--- src/rtl/pclk_pkg.sv ---
package pclk_pkg;

  localparam int CODE_W = 2;
  localparam int CNT_W  = 3;

  localparam logic [CODE_W-1:0] CODE_DIV4 = 2'b00;
  localparam logic [CODE_W-1:0] CODE_DIV1 = 2'b01;
  localparam logic [CODE_W-1:0] CODE_DIV2 = 2'b10;
  localparam logic [CODE_W-1:0] CODE_SLOW = 2'b11;

  // Returns the terminal count (period minus one) for a field code.
  function automatic logic [CNT_W-1:0] code_to_last(input logic [CODE_W-1:0] code,
                                                    input logic            can_rule);
    logic [CNT_W-1:0] last;
    unique case (code)
      CODE_DIV4: last = 3'd3;
      CODE_DIV1: last = 3'd0;
      CODE_DIV2: last = 3'd1;
      default:   last = can_rule ? 3'd5 : 3'd7;
    endcase
    return last;
  endfunction

endpackage

--- src/rtl/pclk_sel_regs.sv ---
module pclk_sel_regs #(
  parameter int NUM_REGS       = 2,
  parameter int FIELDS_PER_REG = 16,
  parameter int RTC_IDX        = 22,
  localparam int NUM_CH        = NUM_REGS * FIELDS_PER_REG,
  localparam int REG_W         = FIELDS_PER_REG * pclk_pkg::CODE_W,
  localparam int SEL_W         = (NUM_REGS > 1) ? $clog2(NUM_REGS) : 1
) (
  input  logic                           clk,
  input  logic                           rst_n,
  input  logic                           wr_en,
  input  logic [SEL_W-1:0]               wr_sel,
  input  logic [REG_W-1:0]               wr_data,
  input  logic [SEL_W-1:0]               rd_sel,
  output logic [REG_W-1:0]               rd_data,
  output logic [NUM_CH*pclk_pkg::CODE_W-1:0] sel_q
);
  import pclk_pkg::*;

  logic [NUM_CH*CODE_W-1:0] sel_d;

  // Next-state: a write replaces every field of the chosen register,
  // except that the timekeeping field refuses the continuous code.
  always_comb begin
    sel_d = sel_q;
    for (int i = 0; i < NUM_CH; i++) begin
      logic [CODE_W-1:0] wcode;
      wcode = wr_data[CODE_W*(i % FIELDS_PER_REG) +: CODE_W];
      if (wr_en && (int'(wr_sel) == (i / FIELDS_PER_REG))) begin
        if (!((i == RTC_IDX) && (wcode == CODE_DIV1))) begin
          sel_d[CODE_W*i +: CODE_W] = wcode;
        end
      end
    end
  end

  always_ff @(posedge clk or negedge rst_n) begin
    if (!rst_n) begin
      sel_q <= '0;
    end else if (wr_en) begin
      sel_q <= sel_d;
    end
  end

  always_comb begin
    rd_data = '0;
    for (int r = 0; r < NUM_REGS; r++) begin
      if (int'(rd_sel) == r) begin
        rd_data = sel_q[REG_W*r +: REG_W];
      end
    end
  end

endmodule

--- src/rtl/pclk_div_chan.sv ---
module pclk_div_chan #(
  parameter bit CAN_RULE = 1'b0
) (
  input  logic                          clk,
  input  logic                          rst_n,
  input  logic [pclk_pkg::CODE_W-1:0]   code,
  output logic                          en
);
  import pclk_pkg::*;

  logic [CNT_W-1:0] cnt_q, cnt_d;
  logic [CNT_W-1:0] last_q, last_d;

  assign en = (cnt_q == last_q);

  // The ratio is reloaded only at the period boundary.
  always_comb begin
    if (en) begin
      cnt_d  = '0;
      last_d = code_to_last(code, CAN_RULE);
    end else begin
      cnt_d  = cnt_q + 1'b1;
      last_d = last_q;
    end
  end

  always_ff @(posedge clk or negedge rst_n) begin
    if (!rst_n) begin
      cnt_q  <= '0;
      last_q <= 3'd3;
    end else begin
      cnt_q  <= cnt_d;
      last_q <= last_d;
    end
  end

endmodule

--- src/rtl/pclk_ratio_sel.sv ---
module pclk_ratio_sel #(
  parameter int NUM_REGS       = 2,
  parameter int FIELDS_PER_REG = 16,
  parameter int RTC_IDX        = 22,
  parameter logic [NUM_REGS*FIELDS_PER_REG-1:0] CAN_MASK = 32'h0000_E000,
  localparam int NUM_CH        = NUM_REGS * FIELDS_PER_REG,
  localparam int REG_W         = FIELDS_PER_REG * pclk_pkg::CODE_W,
  localparam int SEL_W         = (NUM_REGS > 1) ? $clog2(NUM_REGS) : 1
) (
  input  logic              clk,
  input  logic              rst_n,
  input  logic              wr_en,
  input  logic [SEL_W-1:0]  wr_sel,
  input  logic [REG_W-1:0]  wr_data,
  input  logic [SEL_W-1:0]  rd_sel,
  output logic [REG_W-1:0]  rd_data,
  output logic [NUM_CH-1:0] clk_en
);
  import pclk_pkg::*;

  logic [NUM_CH*CODE_W-1:0] sel_q;

  pclk_sel_regs #(
    .NUM_REGS      (NUM_REGS),
    .FIELDS_PER_REG(FIELDS_PER_REG),
    .RTC_IDX       (RTC_IDX)
  ) u_regs (
    .clk    (clk),
    .rst_n  (rst_n),
    .wr_en  (wr_en),
    .wr_sel (wr_sel),
    .wr_data(wr_data),
    .rd_sel (rd_sel),
    .rd_data(rd_data),
    .sel_q  (sel_q)
  );

  for (genvar g = 0; g < NUM_CH; g++) begin : g_chan
    pclk_div_chan #(
      .CAN_RULE(CAN_MASK[g])
    ) u_chan (
      .clk  (clk),
      .rst_n(rst_n),
      .code (sel_q[CODE_W*g +: CODE_W]),
      .en   (clk_en[g])
    );
  end

endmodule

--- config.mk ---
export PLATFORM = sky130hd
export DESIGN_NAME = pclk_ratio_sel
export DESIGN_NICKNAME = d
export VERILOG_FILES = /design/src/rtl/pclk_pkg.sv /design/src/rtl/pclk_sel_regs.sv /design/src/rtl/pclk_div_chan.sv /design/src/rtl/pclk_ratio_sel.sv
export SDC_FILE = /design/constraint.sdc
export NUM_CORES = 1
export LEC_CHECK = 0
export CAP_MARGIN = 25
export CORE_ASPECT_RATIO = 1.4
export CORE_MARGIN = 2
export CORE_UTILIZATION = 59
export CTS_BUF_LIST = sky130_fd_sc_hd__clkbuf_4 sky130_fd_sc_hd__clkbuf_8 sky130_fd_sc_hd__clkbuf_16
export DETAILED_ROUTE_END_ITERATION = 10
export MAX_ROUTING_LAYER = met4
export PLACE_DENSITY_LB_ADDON = 0.05
export SETUP_SLACK_MARGIN = 0.2
export SLEW_MARGIN = 20
export SYNTH_ARGS = -nofsm -noshare
export SYNTH_HDL_FRONTEND = slang
export SYNTH_SLANG_ARGS = --single-unit
--- constraint.sdc ---
create_clock -name clk -period 1.8 [get_ports clk]
set_input_delay 0.27 -clock clk [delete_from_list [all_inputs] [get_ports clk]]
set_output_delay 0.27 -clock clk [all_outputs]
set_load 0.05 [all_outputs]
==> parameters.txt, run 1 <==
Parameter                              Value

Run status
  Run status    finished, violations left
  Violations in the final reports    setup timing

Setup path
  Combined buffer and inverter count along the critical path    2
  Worst reg2reg startpoint    g_chan[26].u_chan.last_q[1]
  Reg2reg path depth    5
  Library cell contributing the largest single delay on the critical path    dfstp_2
  Critical path required time    1.53 ns
  Crit path cell chain    xor2_2, or3_4, inv_4, buf_12
  Peak fanout along the critical path    2
  Signal arrival time at the worst endpoint    1.77 ns
  Delay of the slowest critical-path stage    0.56 ns
  Critical Path Start Type    flip-flop
  Crit-path leading delay family    flip-flops
  Nature of the critical path endpoint    primary output
  Terminus of the critical flop-to-flop path    g_chan[26].u_chan.last_q[2]
  Reg-to-reg setup timing slack    0.09 ns
  Worst setup path category    reg2out

Logic synthesis
  Dominant cell by count in the synthesized netlist    dfrtp_1
  Commonest cells post-synth    dfrtp_1, mux2_2, xor2_1
  Synthesized instance count    944
  Synth Net Count    1071
  Yosys warns    0
  Async SR Flop Fraction    100%
  Most used flip-flop cell after synthesis    dfrtp_1
  Post-synthesis instance area    12400 um^2
  Synthesized area divided by synthesized cell count    13.1 um^2
  Proportion of synthesized chip area in sequential cells    52.5%
  Area share of the largest cell type after synthesis    38.9%
  Number of enable flip-flop cells after synthesis    0
  Post-synth cell types    24
  Register bit count reported by yosys    256
  Synth top area cells    dfrtp_1, dfstp_2, mux2_2
  Post-synthesis cell type with the largest combined area    dfrtp_1

Power
  Worst supply voltage drop on vdd    0.00170 V
  Internal power contribution    21800 uW
  Switching power of the nets    12700 uW
  Power density over the cells    2070 nW/um^2
  Static leakage power    0.00786 uW
  Comb power frac    51.7%
  Flop pwr share    30.7%
  Share of total power consumed by net switching    36.9%
  Fraction of power consumed by the clock network    17.6%
  Overall power consumption    34500 uW

Clock network
  CTS H-tree depth    1
  Clock tree from TritonCTS    yes
  Count of clock tree sinks    256
  Total clock buffers created by CTS    26
  Number of buffers on the longest clock path    3
  Clock Tree Root    clkbuf_16
  Clock latency reported for the late side of the worst-skew pair    0.52 ns
  Clock-pin slew reported for the worst setup and hold paths after clock tree synthesis    0.07 ns

Layout
  Final design utilization    81.0%
  Share of final-layout standard cells stronger than drive strength 1    45.7%
  Synthesis-to-finish area growth    34.8%
  Final net count    1305
  Number of diodes added for antenna fixing    0

Global routing
  Number of global-route vias before repair    7920
  Grt ovf    0
  Total GRT Usage    21.6%
  First-pass GRT wire length    38.3 mm
  Largest net degree at the start of global routing    54
  Antenna violations before repair    0

Timing
  Number of endpoints with negative hold slack in the final report    0
  Worst hold margin    0.269 ns
  Count of final max-slew check failures    0
  Setup tns final    -2.46 ns
  Unrepaired setup endpoints after global routing    true
  Ratio of final minimum period to clock period    113%
  Shortest period the worst path allows    2.04 ns
  Least setup slack across all paths after layout    -0.241 ns
  Relative max-transition margin    69.2%
  Worst Clk Skew    0.00687 ns
  Top achievable clock speed    0.490 GHz
  Transition time of the tightest slew-check pin    0.462 ns
  Final setup violation count    32

Min path
  Path category of the worst min-delay check    in2async

Job
  Max Cap Viol    0

Placed design
  DP Wirelength    14.2 mm
  Routability congestion estimate    0.743
  Number of buffers inserted by port buffering    100

Drt
  Number of remaining DRC errors    0
  Sum of routed wire length over all layers    23.3 mm
  Via count    7427
  Vias per inst    5.11
  Number of routed nets with antenna violations    0
  Drt pass-1 iters    6
  Drt first-iter violations    225
  Routed len/inst    16.0 um

Floorplan
  Die outline width    126 um
  Area enclosed by the die boundary    22100 um^2
  Total I/O pin count    101
  Vertical extent of the die    175 um
  Area of the core region    20600 um^2
  Count of standard-cell rows    62
  Effective utilization at floorplan    60.1%
[sequential cells by signal (all words and copies together) (netlist names)]
signal / count
g_chan.u_chan.cnt_q: 96
g_chan.u_chan.last_q: 96
u_regs.sel_q: 64
[through the flow]
| stage | worst slack [ns] | area [um^2] | std cells |
|---|---|---|---|
| 2_1_floorplan | -0.173 | 12400 | 944 |
| 3_3_place_gp | 0.142 | 14100 | 1273 |
| 3_5_place_dp | 0.134 | 14100 | 1273 |
| 4_1_cts | -0.240 | 16100 | 1407 |
| 5_1_grt | -0.287 | 16700 | 1454 |
| 6_report | -0.241 | 16700 | 1454 |
[power groups by stage]
stage	registers [uW]	logic [uW]	clock network (uW)
3_5_place_dp	10600	14800	0
5_1_grt	10900	19200	6460
6_report	10600	17800	6090
2_1_floorplan	10100	11200	0
3_3_place_gp	10500	14400	0
4_1_cts	10500	16700	6220
[what timing repair did]
action / CTS / global route
buffers inserted: 85 / 47
gates resized for setup: 107 / 55
hold buffers: 1 / 0
endpoints found under the hold margin: 30 / 0
pin swaps: 44 / 28
setup endpoints to repair: 64 / 77
[worst register-to-register path, stage by stage (launching register included)]
cell     delay, ns
dfstp_2       0.56
xor2_2        0.08
or3_4         0.40
buf_4         0.15
buf_6         0.12
mux2_4        0.29
[kinds of logic after synthesis]
| logic type | count (synthesis) | synth area share (%) |
|---|---|---|
| buffers and inverters | 107 | 4.31 |
| XOR/XNOR | 128 | 9.07 |
| AO/OA/AOI/OAI | 36 | 1.54 |
| AND/OR/NAND/NOR | 167 | 8.93 |
| flip-flops | 256 | 52.5 |
| multiplexers | 160 | 14.5 |
| adder cells (fa/ha/maj) | 90 | 9.11 |
[placed cells by master (no fill, tap or decap), types with 2 or more instances in the layout]
master	instances
o21ai_4	9
xnor2_1	32
and2_2	4
mux2_2	96
buf_4	119
inv_1	48
clkdlybuf4s50_1	34
o21ai_0	18
mux2_4	36
bufinv_16	6
clkinvlp_4	2
nor3_4	28
clkinv_2	6
clkbuf_8	6
o21ai_2	4
dfrtp_1	192
xor2_1	75
mux2i_1	28
nand2_1	27
nor2b_1	28
nand2b_1	3
nand2_2	3
xor2_2	21
or3_4	4
clkbuf_16	27
buf_8	20
o31ai_1	4
inv_2	10
buf_12	55
dfstp_2	64
buf_6	21
ha_1	90
inv_4	4
nor2_1	68
[worst max-delay path by stage]
stage	end	cells past startpoint	startpoint
final	clk_en[20]	4	g_chan[20].u_chan.last_q[0]
after global routing	clk_en[20]	4	g_chan[20].u_chan.last_q[0]
after CTS	clk_en[26]	4	g_chan[26].u_chan.last_q[1]
after detailed placement	u_regs.sel_q[26]	4	wr_en
after global placement	u_regs.sel_q[20]	4	wr_en
after floorplan	rd_data[11]	3	rd_sel
[routing by layer]
layer,vias up,global-route usage [%],wire [um]
met5,-,-,0
met4,0,4.58,392
met3,41,2.88,802
met2,116,38.3,12800
met1,3731,26.4,9380
li1,3539,-,-
[layout make-up]
cell class	instances	area, um^2
inverter	62	243
timing repair buffer	251	2890
sequential	256	6490
tap	256	320
multi-input combinational	581	5730
clock buffer	34	766
fill	1134	3900
clock inverter	14	225
Power figures use the tool's default switching activity.
==> run 2, diff against run 1 <==
- CAP_MARGIN: 25 -> default
- CTS_CLUSTER_SIZE: default -> 20
- MAX_ROUTING_LAYER: met4 -> default
==> parameters.txt, run 2 (synthesis results as in run 1) <==
Parameter                              Value

Run status
  Run status    finished, violations left
  Violations in the final reports    setup timing

Layout
  Leading cell type in the layout, fill and taps excluded    dfrtp_1
  Number of diodes added for antenna fixing    0 (unchanged)
  Area of all placed cells without fillers    16600 um^2 (-0.17%)
  Final net count    1300 (-0.38%)
  Synthesis-to-finish area growth    34.6%
  Number of filler cells placed in the layout    1158 (+2.1%)
  Share of final-layout standard cells stronger than drive strength 1    45.6% (-0.14 points)
  Seq. cell area    6490 um^2 (unchanged)
  Final design utilization    80.9% (-0.13 points)
  Multi-input gate area    5730 um^2 (about the same)
  Highest-count cells in the layout ignoring fill and taps    dfrtp_1, buf_4, mux2_2
  Leading registers by flop count    g_chan.u_chan.cnt_q: 96 flops, g_chan.u_chan.last_q: 96 flops, u_regs.sel_q: 64 flops

Setup path
  Worst setup path category    reg2out
  Crit path cell chain    xor2_2, or3_4, inv_4, buf_12
  Critical path required time    1.53 ns (about the same)
  Reg2reg path depth    5 (unchanged)
  Crit path launch    g_chan[20].u_chan.last_q[0]
  Crit-path leading delay family    flip-flops
  Total number of cells along the worst setup path    4 (unchanged)
  Signal arrival time at the worst endpoint    1.77 ns (about the same)
  Peak fanout along the critical path    2 (unchanged)
  Nature of the critical path endpoint    primary output
  Critical Path Start Type    flip-flop
  Library cell contributing the largest single delay on the critical path    dfstp_2
  Reg-to-reg setup timing slack    0.10 ns (about the same)
  Combined buffer and inverter count along the critical path    2 (unchanged)
  Delay of the slowest critical-path stage    0.56 ns (about the same)
  Worst reg2reg startpoint    g_chan[26].u_chan.last_q[1]

Drt
  Sum of routed wire length over all layers    23.2 mm (-0.62%)
  Drt first-iter violations    232 (+3.1%)
  Vias per inst    5.11 (about the same)
  Number of remaining DRC errors    0 (unchanged)
  Drt pass-1 iters    4 (-2)
  Number of routed nets with antenna violations    0 (unchanged)
  Via count    7398 (-0.39%)
  Routed len/inst    16.0 um (-0.28%)

Placed design
  Routability congestion estimate    0.734 (-1.2%)
  Number of buffers inserted by port buffering    100 (unchanged)
  DP Wirelength    14.2 mm (unchanged)
  Cell area reported after detailed placement    14100 um^2 (unchanged)

Power
  Power density over the cells    2080 nW/um^2 (+0.25%)
  Worst supply voltage drop on vdd    0.00181 V (+6.4%)
  Static leakage power    0.00784 uW (-0.26%)
  Overall power consumption    34600 uW (about the same)

Timing
  Count of final max-slew check failures    0 (unchanged)
  Final setup violation count    32 (unchanged)
  Relative max-transition margin    68.7% (-0.45 points)
  Worst hold margin    0.265 ns (-0.00386 ns)
  Ratio of final minimum period to clock period    113% (about the same)
  Setup tns final    -2.49 ns (-0.0252 ns)
  Transition time of the tightest slew-check pin    0.469 ns (+0.00672 ns)
  Unrepaired setup endpoints after global routing    true
  Worst Clk Skew    0.00700 ns (+0.000128 ns)
  Least setup slack across all paths after layout    -0.242 ns (-0.00155 ns)
  Shortest period the worst path allows    2.04 ns (+0.00155 ns)
  Number of endpoints with negative hold slack in the final report    0 (unchanged)
  Top achievable clock speed    0.490 GHz (about the same)

Floorplan
  Total I/O pin count    101 (unchanged)
  Vertical extent of the die    175 um (unchanged)
  Area enclosed by the die boundary    22100 um^2 (unchanged)
  Area of the core region    20600 um^2 (unchanged)
  Effective utilization at floorplan    60.1% (unchanged)
  Count of standard-cell rows    62 (unchanged)
  Die outline width    126 um (unchanged)

Job
  Max Cap Viol    0 (unchanged)

Clock network
  Clock-pin slew reported for the worst setup and hold paths after clock tree synthesis    0.07 ns (about the same)
  Clock tree from TritonCTS    yes
  Number of buffers on the longest clock path    3 (unchanged)
  CTS H-tree depth    1 (unchanged)
  Clock latency reported for the late side of the worst-skew pair    0.52 ns (about the same)
  Clock Tree Root    clkbuf_16
  Count of clock tree sinks    256 (unchanged)
  Total clock buffers created by CTS    26 (unchanged)

Min path
  Path category of the worst min-delay check    in2async

Global routing
  Largest net degree at the start of global routing    54 (unchanged)
  Number of global-route vias before repair    7919 (-0.013%)
  Total GRT Usage    20.9% (-0.62 points)
  First-pass GRT wire length    38.4 mm (about the same)
  Grt ovf    0 (unchanged)
  Antenna violations before repair    0 (unchanged)
-- run 2: cell types whose count changed in the layout (fill, tap and decap cells not counted) --
cell,delta
mux2_2,+1
buf_4,-3
clkbuf_4,+1
nand2_1,-1
clkbuf_8,-1
nand2_2,+1
bufinv_16,+1
clkinv_2,-1
buf_6,-2
mux2_4,-1
-- run 2: final cells by class --
cell class / instances / share of cell area, %
sequential: 256 / 39.0
multi-input combinational: 581 / 34.5
timing repair buffer: 246 / 17.1
clock buffer: 34 / 4.57
tap: 256 / 1.93
clock inverter: 14 / 1.50
inverter: 62 / 1.46
-- run 2: worst register-to-register path, delay by kind of cell, from the launching register on --
kind	cells	cell delay, ns
buffers and inverters	2	0.27
and+or+nand+nor	1	0.40
DFF	1	0.56
xor gates and xnor gates	1	0.08
muxes	1	0.29
-- run 2: what timing repair did --
| item | 4_1_cts | 5_1_grt |
|---|---|---|
| buffers inserted | 85 | 42 |
| hold buffers | 1 | 0 |
| resized for setup | 108 | 52 |
| hold endpoints to repair | 30 | 0 |
| endpoints found under the setup margin | 64 | 76 |
| cloned | 0 | 0 |
| pin swaps | 44 | 28 |
-- run 2: report_power, final --
part / switching, uW / internal, uW
combinational: 8540 / 9210
clock: 2240 / 3970
sequential: 1930 / 8690
total: 12700 / 21900
-- run 2: worst paths after layout --
path / endpoint
min in group clk: u_regs.sel_q[9]
worst min register to register: g_chan[29].u_chan.cnt_q[0]
worst max register to register: g_chan[26].u_chan.last_q[2]
worst max-delay path: clk_en[20]
max in group asynchronous: g_chan[3].u_chan.last_q[1]
worst min-delay path: u_regs.sel_q[15]
-- run 2: layer usage --
| metal | global-route usage [%] | wire [um] |
|---|---|---|
| met1 | 26.7 | 9500 |
| met2 | 37.7 | 12500 |
| met3 | 2.97 | 782 |
| met4 | 5.04 | 422 |
| met5 | 0 | 0 |
-- run 2: per-stage QoR --
| stage | cells | setup slack (ns) |
|---|---|---|
| finish | 1449 | -0.242 |
| global route | 1449 | -0.287 |
| CTS | 1407 | -0.240 |
| detailed placement | 1273 | 0.134 |
| global placement | 1273 | 0.142 |
| floorplan | 944 | -0.173 |
